File: config.mk
export PLATFORM = sky130hd
export DESIGN_NAME = qram_ctrl
export DESIGN_NICKNAME = d
export VERILOG_FILES = /design/src/rtl/qram_pkg.sv /design/src/rtl/qram_addr_reg.sv /design/src/rtl/qram_host_fsm.sv /design/src/rtl/qram_store.sv /design/src/rtl/qram_ctrl.sv
export SDC_FILE = /design/constraint.sdc
export NUM_CORES = 1
export LEC_CHECK = 0
export ABC_AREA = 0
export BUFFER_PORTS_ARGS = -buffer_cell sky130_fd_sc_hd__buf_2
export CAP_MARGIN = 10
export CORE_MARGIN = 1
export CORE_UTILIZATION = 35
export CTS_CLUSTER_SIZE = 8
export DETAILED_ROUTE_END_ITERATION = 16
export GPL_TIMING_DRIVEN = 0
export PLACE_DENSITY = 0.51
export SYNTH_ARGS = -nofsm -noshare
export SYNTH_HDL_FRONTEND = slang
export SYNTH_SLANG_ARGS = --single-unit
File: constraint.sdc
create_clock -name clk -period 7 [get_ports clk]
set_input_delay 0.35 -clock clk [delete_from_list [all_inputs] [get_ports clk]]
set_output_delay 0.35 -clock clk [all_outputs]
set_load 0.01 [all_outputs]
File: src/rtl/qram_pkg.sv
package qram_pkg;
    typedef enum logic {
        ST_IDLE,
        ST_RD_WAIT
    } host_st_t;

    typedef enum logic [1:0] {
        SEG_TX   = 2'd0,
        SEG_RX   = 2'd1,
        SEG_CMD  = 2'd2,
        SEG_VOID = 2'd3
    } seg_t;

    typedef enum logic [1:0] {
        RSEL_NONE,
        RSEL_ADDR,
        RSEL_DATA
    } rsel_t;
endpackage

File: src/rtl/qram_addr_reg.sv
module qram_addr_reg #(
    parameter int ADDR_W = 6
) (
    input  logic              clk,
    input  logic              rst_n,
    input  logic              load,
    input  logic [ADDR_W-1:0] load_val,
    input  logic              inc,
    output logic [ADDR_W-1:0] addr_o
);
    always_ff @(posedge clk or negedge rst_n) begin
        if (!rst_n) begin
            addr_o <= '0;
        end else if (load) begin
            addr_o <= load_val;
        end else if (inc) begin
            addr_o <= addr_o + ADDR_W'(1);   // natural wrap at the top
        end
    end
endmodule

File: src/rtl/qram_host_fsm.sv
module qram_host_fsm
    import qram_pkg::*;
(
    input  logic     clk,
    input  logic     rst_n,
    input  logic     sel_addr,
    input  logic     sel_data,
    input  logic     rd,
    input  logic     wr,
    output logic     addr_load,
    output logic     addr_inc,
    output logic     mem_we,
    output logic     rd_capture,
    output logic     ready,
    output rsel_t    rsel,
    output host_st_t state_o
);
    host_st_t state_q, state_d;
    logic     data_acc, rd_req;

    assign data_acc = sel_data && !sel_addr;
    assign rd_req   = data_acc && rd && !wr;
    assign state_o  = state_q;

    always_ff @(posedge clk or negedge rst_n) begin
        if (!rst_n) state_q <= ST_IDLE;
        else        state_q <= state_d;
    end

    always_comb begin
        state_d    = state_q;
        addr_load  = 1'b0;
        addr_inc   = 1'b0;
        mem_we     = 1'b0;
        rd_capture = 1'b0;
        ready      = 1'b1;
        rsel       = RSEL_NONE;
        unique case (state_q)
            ST_IDLE: begin
                addr_load = sel_addr && wr;
                mem_we    = data_acc && wr;
                addr_inc  = data_acc && wr;
                if (sel_addr && rd && !wr) rsel = RSEL_ADDR;
                if (rd_req) begin
                    rd_capture = 1'b1;
                    ready      = 1'b0;
                    state_d    = ST_RD_WAIT;
                end
            end
            ST_RD_WAIT: begin
                rsel     = RSEL_DATA;
                addr_inc = 1'b1;
                state_d  = ST_IDLE;
            end
            default: state_d = ST_IDLE;
        endcase
    end
endmodule

File: src/rtl/qram_store.sv
module qram_store
    import qram_pkg::*;
#(
    parameter int DATA_W   = 16,
    parameter int CMD_W    = 8,
    parameter int DEPTH    = 16,
    parameter int ADDR_W   = 6,
    parameter int MIN_BITS = 8,
    localparam int IDX_W   = $clog2(DEPTH),
    localparam int BITS_W  = $clog2(DATA_W + 1)
) (
    input  logic              clk,
    input  logic              rst_n,
    input  logic              h_we,
    input  logic [ADDR_W-1:0] h_addr,
    input  logic [DATA_W-1:0] h_wdata,
    output logic [DATA_W-1:0] h_rdata,
    input  logic [IDX_W-1:0]  p_tx_idx,
    output logic [DATA_W-1:0] p_tx_data,
    input  logic [IDX_W-1:0]  p_cmd_idx,
    output logic [CMD_W-1:0]  p_cmd_data,
    input  logic              p_rx_we,
    input  logic [IDX_W-1:0]  p_rx_idx,
    input  logic [DATA_W-1:0] p_rx_data,
    input  logic [BITS_W-1:0] p_rx_bits,
    output logic [IDX_W-1:0]  cptr_o
);
    logic [DATA_W-1:0] tx_mem  [DEPTH];
    logic [DATA_W-1:0] rx_mem  [DEPTH];
    logic [CMD_W-1:0]  cmd_mem [DEPTH];

    seg_t              seg;
    logic [IDX_W-1:0]  idx;
    logic [BITS_W-1:0] eff_bits;
    logic [DATA_W:0]   one_sh;
    logic [DATA_W-1:0] rx_mask;

    assign seg = seg_t'(h_addr[ADDR_W-1:IDX_W]);
    assign idx = h_addr[IDX_W-1:0];

    // clamp the bit count, then build a mask of that many low ones
    always_comb begin
        if (p_rx_bits < BITS_W'(MIN_BITS))    eff_bits = BITS_W'(MIN_BITS);
        else if (p_rx_bits > BITS_W'(DATA_W)) eff_bits = BITS_W'(DATA_W);
        else                                  eff_bits = p_rx_bits;
        one_sh  = {{DATA_W{1'b0}}, 1'b1} << eff_bits;
        rx_mask = one_sh[DATA_W-1:0] - DATA_W'(1);
    end

    for (genvar i = 0; i < DEPTH; i++) begin : g_entry
        always_ff @(posedge clk or negedge rst_n) begin
            if (!rst_n) begin
                tx_mem[i]  <= '0;
                cmd_mem[i] <= '0;
            end else if (h_we && idx == IDX_W'(i)) begin
                if (seg == SEG_TX)  tx_mem[i]  <= h_wdata;
                if (seg == SEG_CMD) cmd_mem[i] <= h_wdata[CMD_W-1:0];
            end
        end

        always_ff @(posedge clk or negedge rst_n) begin
            if (!rst_n) begin
                rx_mem[i] <= '0;
            end else if (p_rx_we && p_rx_idx == IDX_W'(i)) begin
                rx_mem[i] <= p_rx_data & rx_mask;
            end else if (h_we && seg == SEG_RX && idx == IDX_W'(i)) begin
                rx_mem[i] <= h_wdata;
            end
        end
    end

    always_ff @(posedge clk or negedge rst_n) begin
        if (!rst_n)       cptr_o <= '0;
        else if (p_rx_we) cptr_o <= p_rx_idx;
    end

    always_comb begin
        unique case (seg)
            SEG_RX:  h_rdata = rx_mem[idx];
            SEG_CMD: h_rdata = DATA_W'(cmd_mem[idx]);
            default: h_rdata = '0;
        endcase
    end

    assign p_tx_data  = tx_mem[p_tx_idx];
    assign p_cmd_data = cmd_mem[p_cmd_idx];
endmodule

File: src/rtl/qram_ctrl.sv
module qram_ctrl
    import qram_pkg::*;
#(
    parameter int DATA_W   = 16,
    parameter int CMD_W    = 8,
    parameter int DEPTH    = 16,
    parameter int ADDR_W   = 6,
    parameter int MIN_BITS = 8,
    localparam int IDX_W   = $clog2(DEPTH),
    localparam int BITS_W  = $clog2(DATA_W + 1)
) (
    input  logic              clk,
    input  logic              rst_n,
    input  logic              h_sel_addr,
    input  logic              h_sel_data,
    input  logic              h_rd,
    input  logic              h_wr,
    input  logic [DATA_W-1:0] h_wdata,
    output logic [DATA_W-1:0] h_rdata,
    output logic              h_ready,
    input  logic [IDX_W-1:0]  p_tx_idx,
    output logic [DATA_W-1:0] p_tx_data,
    input  logic [IDX_W-1:0]  p_cmd_idx,
    output logic [CMD_W-1:0]  p_cmd_data,
    input  logic              p_rx_we,
    input  logic [IDX_W-1:0]  p_rx_idx,
    input  logic [DATA_W-1:0] p_rx_data,
    input  logic [BITS_W-1:0] p_rx_bits,
    output logic [IDX_W-1:0]  cptr
);
    logic              addr_load, addr_inc, mem_we, rd_capture;
    logic [ADDR_W-1:0] addr_q;
    logic [DATA_W-1:0] mem_rdata, rdata_q;
    rsel_t             rsel;
    host_st_t          state_q;

    qram_host_fsm u_fsm (
        .clk        (clk),
        .rst_n      (rst_n),
        .sel_addr   (h_sel_addr),
        .sel_data   (h_sel_data),
        .rd         (h_rd),
        .wr         (h_wr),
        .addr_load  (addr_load),
        .addr_inc   (addr_inc),
        .mem_we     (mem_we),
        .rd_capture (rd_capture),
        .ready      (h_ready),
        .rsel       (rsel),
        .state_o    (state_q)
    );

    qram_addr_reg #(.ADDR_W(ADDR_W)) u_addr (
        .clk      (clk),
        .rst_n    (rst_n),
        .load     (addr_load),
        .load_val (h_wdata[ADDR_W-1:0]),
        .inc      (addr_inc),
        .addr_o   (addr_q)
    );

    qram_store #(
        .DATA_W   (DATA_W),
        .CMD_W    (CMD_W),
        .DEPTH    (DEPTH),
        .ADDR_W   (ADDR_W),
        .MIN_BITS (MIN_BITS)
    ) u_store (
        .clk        (clk),
        .rst_n      (rst_n),
        .h_we       (mem_we),
        .h_addr     (addr_q),
        .h_wdata    (h_wdata),
        .h_rdata    (mem_rdata),
        .p_tx_idx   (p_tx_idx),
        .p_tx_data  (p_tx_data),
        .p_cmd_idx  (p_cmd_idx),
        .p_cmd_data (p_cmd_data),
        .p_rx_we    (p_rx_we),
        .p_rx_idx   (p_rx_idx),
        .p_rx_data  (p_rx_data),
        .p_rx_bits  (p_rx_bits),
        .cptr_o     (cptr)
    );

    always_ff @(posedge clk or negedge rst_n) begin
        if (!rst_n)          rdata_q <= '0;
        else if (rd_capture) rdata_q <= mem_rdata;
    end

    always_comb begin
        unique case (rsel)
            RSEL_ADDR: h_rdata = DATA_W'(addr_q);
            RSEL_DATA: h_rdata = rdata_q;
            default:   h_rdata = '0;
        endcase
    end
endmodule

# --- Yosys cells after proc, flatten, opt, wreduce, memory -nomap -nowiden ---
# Cells that the tools add are included.
word_totals:
  regBits: 667
  in_bits: 56
  elab_cells: 269
op_classes:
  addsub: 2
  n_lt_le_gt_ge: 5
  n_eq_ne: 34
  shifts: 1
  muxes: 60
  bitwise: 5
  reduce_logical: 110
op_table:
  columns: ["op", "n"]
  rows:
  - ["16-bit 2-to-1 mux", 36]
  - ["16-bit binary-select mux with 4-bit select", 2]
  - ["8-bit binary-select mux with 4-bit select", 2]
  - ["4-bit == test, second input constant", 16]
  - ["16-bit one-hot mux with 2 select lines", 2]
  - ["2-bit AND reduction", 32]
  - ["1-bit logical AND", 56]
  - ["2-bit nonzero test", 17]
  - ["4-bit by 3-bit == test with 1-bit output, second input constant", 8]
  - ["8-bit 2-to-1 mux", 4]
  - ["16-bit bitwise AND", 1]
  - ["4-bit by 2-bit == test with 1-bit output, second input constant", 4]
  - ["1-bit by 5-bit left shift with 16-bit output, first input constant", 1]
  - ["16-bit by 1-bit subtractor with 16-bit output, second input constant", 1]
  - ["5-bit greater-or-equal comparator, second input constant", 3]
  - ["4-bit inverter with 5-bit output", 3]
  - ["6-bit 2-to-1 mux", 2]
  - ["5-bit 2-to-1 mux", 2]
  - ["4-bit by 1-bit == test with 1-bit output, second input constant", 2]
  - ["4-bit logical NOT", 2]
  - ["1-bit 2-to-1 mux", 7]
  - ["6-bit by 1-bit adder with 6-bit output, second input constant", 1]
  - ["5-bit greater-than comparator, second input constant", 1]
  - ["5-bit by 4-bit < comparator with 1-bit output, second input constant", 1]
  - ["7 further kinds", 11]

# --- Longest topological paths before layout ---
depth:
  depth_word: 8
  mapped_depth: 11

# --- Cells and area by module ---
# A second synthesis with hierarchy kept.
unflattened:
  cells_unflattened: 2727
  area_unflattened_um2: 34619.5
modules_own_cells:
  columns: ["module", "instances", "cells_per_inst", "area_per_inst_um2", "seq_area_each_um2"]
  rows:
  - ["qram_store", 1, 2622, 33380.8, 16115.5]
  - ["qram_ctrl", 1, 61, 815.8, 400.4]
  - ["qram_addr_reg", 1, 34, 326.6, 150.1]
  - ["qram_host_fsm", 1, 10, 96.3, 25.0]

# --- Worst setup path after synthesis ---
# No wires, ideal clock.
synth_timing:
  path_kind: "flip-flop to flip-flop"
  startpoint: "reg u_addr.addr_o[1]"
  endpoint: "reg u_store.tx_mem[181] (netlist name)"
  setup_ns: 0.125
  t_arrival_ns: 2.294
  required_time_ns: 6.875
  path_slack_ns: 4.581
  stages_incl_launch_ff: 11
  n_path_buf: 5
  period_less_slack_ns: 2.419
  path_cell_list: "dfrtp_1 > buf_2 > buf_2 > clkinv_1 > ha_1 > buf_2 > and2_1 > buf_6 > nand3_4 > buf_6 > mux2_4"
synth_between:
  elab_chain_len: 3
synth_rtl:
  columns: ["element", "line_no", "source"]
  rows:
  - ["start, declared", "qram_addr_reg.sv:9", "output logic [ADDR_W-1:0] addr_o"]
  - ["start signal, assigned", "qram_addr_reg.sv:15", "addr_o <= load_val;"]
  - ["start signal, assigned", "qram_addr_reg.sv:17", "addr_o <= addr_o + ADDR_W'(1);"]
  - ["4-bit by 3-bit == test with 1-bit output", "qram_store.sv:55", "end else if (h_we && idx == IDX_W'(i)) begin"]
  - ["1-bit logical AND", "qram_store.sv:55", null]
  - ["2-bit AND reduction (no line)", null, null]
  - ["end signal, assigned by index", "qram_store.sv:56", "if (seg == SEG_TX) tx_mem[i] <= h_wdata;"]
  - ["end, declared", "qram_store.sv:28", "logic [DATA_W-1:0] tx_mem [DEPTH];"]
# Every way passes these cells.
# A chain may end at the register's enable or synchronous reset.

# --- Worst setup path after layout ---
layout_timing:
  startpoint: "reg u_addr.addr_o[1]"
  endpoint: "reg u_store.tx_mem[171] (netlist name)"
# Same word-level chain as after synthesis.

==> results.ini <==
[synth]
synthTopCellsByArea=dfrtp_1, mux4_2, mux2i_1
yosysUniqueCellTypes=57
synth_cells=2510
synth_edf_count=0
ys.flop_type=dfrtp_1
synth_top_area_frac=0.4772
synth_seq_cells=667
syn_area_mm2=0.03497
yosysWarnings=0
synthArstFlopShare=1.000
avgSynthCellArea_um2=13.93
synth_top_area_cell=dfrtp_1
yosysSeqAreaShare=0.4772

[flow_run]
max_cap_violations=0

[critical_path]
worstSetupEndpointType=flip-flop
worstReg2RegEnd=u_store.tx_mem[171]
r2r-start=u_addr.addr_o[1]
ff2ff_setup_slack_ps=3080
worstRegToRegCells=10
startpoint_type=flip-flop
worstSetupPathType=reg -> reg
cp.arrival_ps=4440
cp_max_fo=10
required_ps=7520

[sta]
clock_skew_ps=34.79
period_share=0.5596
layout_min_cycle_time_ps=3917
tightest_slew_ps=1215
max_freq_mhz=255.3
setup-tns-final_ps=0
slew_violations=0
hold_viol_final=0
maxSlewHeadroom=0.1833
setup_viol=0
rsz0062_at_grt=false

[routing]
antenna_left=0
drt-vias-per-instance=5.665
wl_mm=112.9
drtIter0Drc=1728
vias=22680
drt-wirelength-per-cell_um=28.21
drc=0
first_pass_iters=5

[global_routing]
grt.met1_usage=0.3086
use_met2=0.3630
grt-ovfl-total=0
grt_pass1_wl_mm=166.9
grt.total_usage=0.2235
grt_use_met3=0.02741
grt_pass1_vias=24020
grt-busiest-layer=met2
grt_max_degree=128
antenna_found_initial=4

[clock_network]
cts_buffers=94
cts_hold_buffers=9
cts_root_buf=clkbuf_16
post_cts_buffers=0
insertion_delay_ps=670
cts_resized=0
clkTransAtPathRegs_ps=60
cts-htree-levels=3
cts_buffer_depth=3
cts_tree=done
clkSinkCount=667

[power_and_ir_drop]
switching_share=0.2886
pwr-share-clk=0.364
ir_worst_vdd_mv=0.1811
leakage_uw=0.02011
p_int_uw=8114
combPwrFrac=0.208
finalPower_uw=11410
powerDensity_mw_per_mm2=286.5
p_sw_uw=3291
pwr-share-seq=0.428

[outcome]
status=finished clean

[worst_hold_path]
hold_end=u_store.rx_mem[26]
min_from=h_wdata[10]
min_path_cells=3
hold_path.class=in -> reg

[finish]
final_cell_area_mm2=0.03980
fillers=9181
multi_input_comb_area_mm2=0.01689
drive_above_1_share=0.3238
fin_nets=2766
final_util=0.4032
regArea_mm2=0.01669
syn_to_final_growth_pct=13.81

[floorplan]
rows=115
start_util=0.3543
ios=101
dieArea_mm2=0.1012
die_height_um=318.1
dieWidth_um=318.1
core_area_mm2=0.09871

[placement]
place.gp.congestion=0.8740
hpwl_mm=82.41
portBuffers=80
postPlaceCellArea_mm2=0.03716

## power groups by stage
stage	sequential [uW]	clock (uW)	combinational, uW
2_1_floorplan	4790	0	1660
3_3_place_gp	4890	0	2280
3_5_place_dp	4930	0	2350
4_1_cts	4870	4250	2370
5_1_grt	4950	4410	2530
6_report	4880	4160	2370
## through the flow
| stage | setup slack (ps) | hold slack [ps] | cells |
|---|---|---|---|
| after floorplan | 4581 | 54.41 | 2511 |
| after global placement | -8481 | 456.3 | 3878 |
| after detailed placement | 3095 | 438.6 | 3884 |
| after CTS | 3079 | 41.30 | 4002 |
| after global routing | 3051 | 78.57 | 4002 |
| final | 3083 | 77.01 | 4003 |
## layer usage
metal | vias to the layer above | share of wire
met5 | - | 0
met4 | 0 | 0.033
met3 | 182 | 0.046
met2 | 672 | 0.48
met1 | 12140 | 0.44
li1 | 9678 | -
## Yosys cell counts, types with 27 or more instances
cell	instances
mux2i_1	310
dfrtp_1	667
nand2_1	55
mux4_1	30
buf_2	38
buf_6	41
mux2_1	33
a22oi_1	27
a21oi_1	206
mux2_2	236
mux2_4	120
mux4_2	186
nor2_1	192
clkbuf_1	141
## state kept, by name, summed over array words and instances, names as in the netlist
signal and count:
u_store.rx_mem 256, rdata_q 16, u_store.tx_mem 256, u_addr.addr_o 6
u_store.cmd_mem 128, u_fsm.state_o 1, u_store.cptr_o 4
## cells in the final DEF, fill, tap and decap left out, types with 9 or more instances in the layout
cell             n
buf_2          117
nand4_4         15
nand2_1         55
a21oi_1        206
mux2_4         120
mux4_1          30
buf_1           11
inv_1           14
clkbuf_16       96
o21ai_0         11
nor2_1         192
mux4_2         186
mux2_2         236
dfrtp_1        667
clkbuf_1       147
mux2_1          33
and2_1          22
a22o_1          15
o21ai_1          9
dlygate4sd3_1    9
nand3_4         15
mux2i_1        310
nand3_2         16
buf_4           16
a22oi_1         27
buf_6           41
## final cells by class
type                    instances  area share
flip-flops and latches        667      0.4193
plain buffers                 247     0.03373
repair buffers                 95     0.01672
well taps                    1287     0.04046
clock buffers                 102     0.06092
clock inverters                 7    0.003081
multi-input cells            1582      0.4243
diodes                          1  0.00006287
inverters                      15    0.001415
## cell families (layout without fill, tap and decap cells)
kind of cell	count (synthesis)	after routing	synth area share
adder cells (fa/ha/maj)	8	8	0.002862
AO/OA/AOI/OAI	303	303	0.05084
buffers and inverters	262	466	0.04000
AND/OR/NAND/NOR	353	353	0.05953
multiplexers	915	915	0.3692
XOR/XNOR	1	1	0.0002505
other	1	3	0.0001072
flip-flops	667	667	0.4772
## critical path, stage by stage, from the launching register on
cell	delay [ps]
dfrtp_1	470
buf_2	380
buf_2	510
clkinv_1	680
ha_1	430
buf_2	210
and2_1	180
buf_6	160
nand3_4	180
buf_6	230
mux2_4	320
## worst max-delay path by stage
stage | from | to | slack [ps] | cells past startpoint
global placement | rst_n | u_store.rx_mem[108] | -8480 | 1
global route | u_addr.addr_o[1] | u_store.tx_mem[183] | 3050 | 10
detailed placement | u_addr.addr_o[1] | u_store.tx_mem[170] | 3100 | 10
CTS | u_addr.addr_o[1] | u_store.tx_mem[171] | 3080 | 10
floorplan | u_addr.addr_o[1] | u_store.tx_mem[181] | 4580 | 10
finish | u_addr.addr_o[1] | u_store.tx_mem[171] | 3080 | 10
Power figures use the tool's default switching activity.
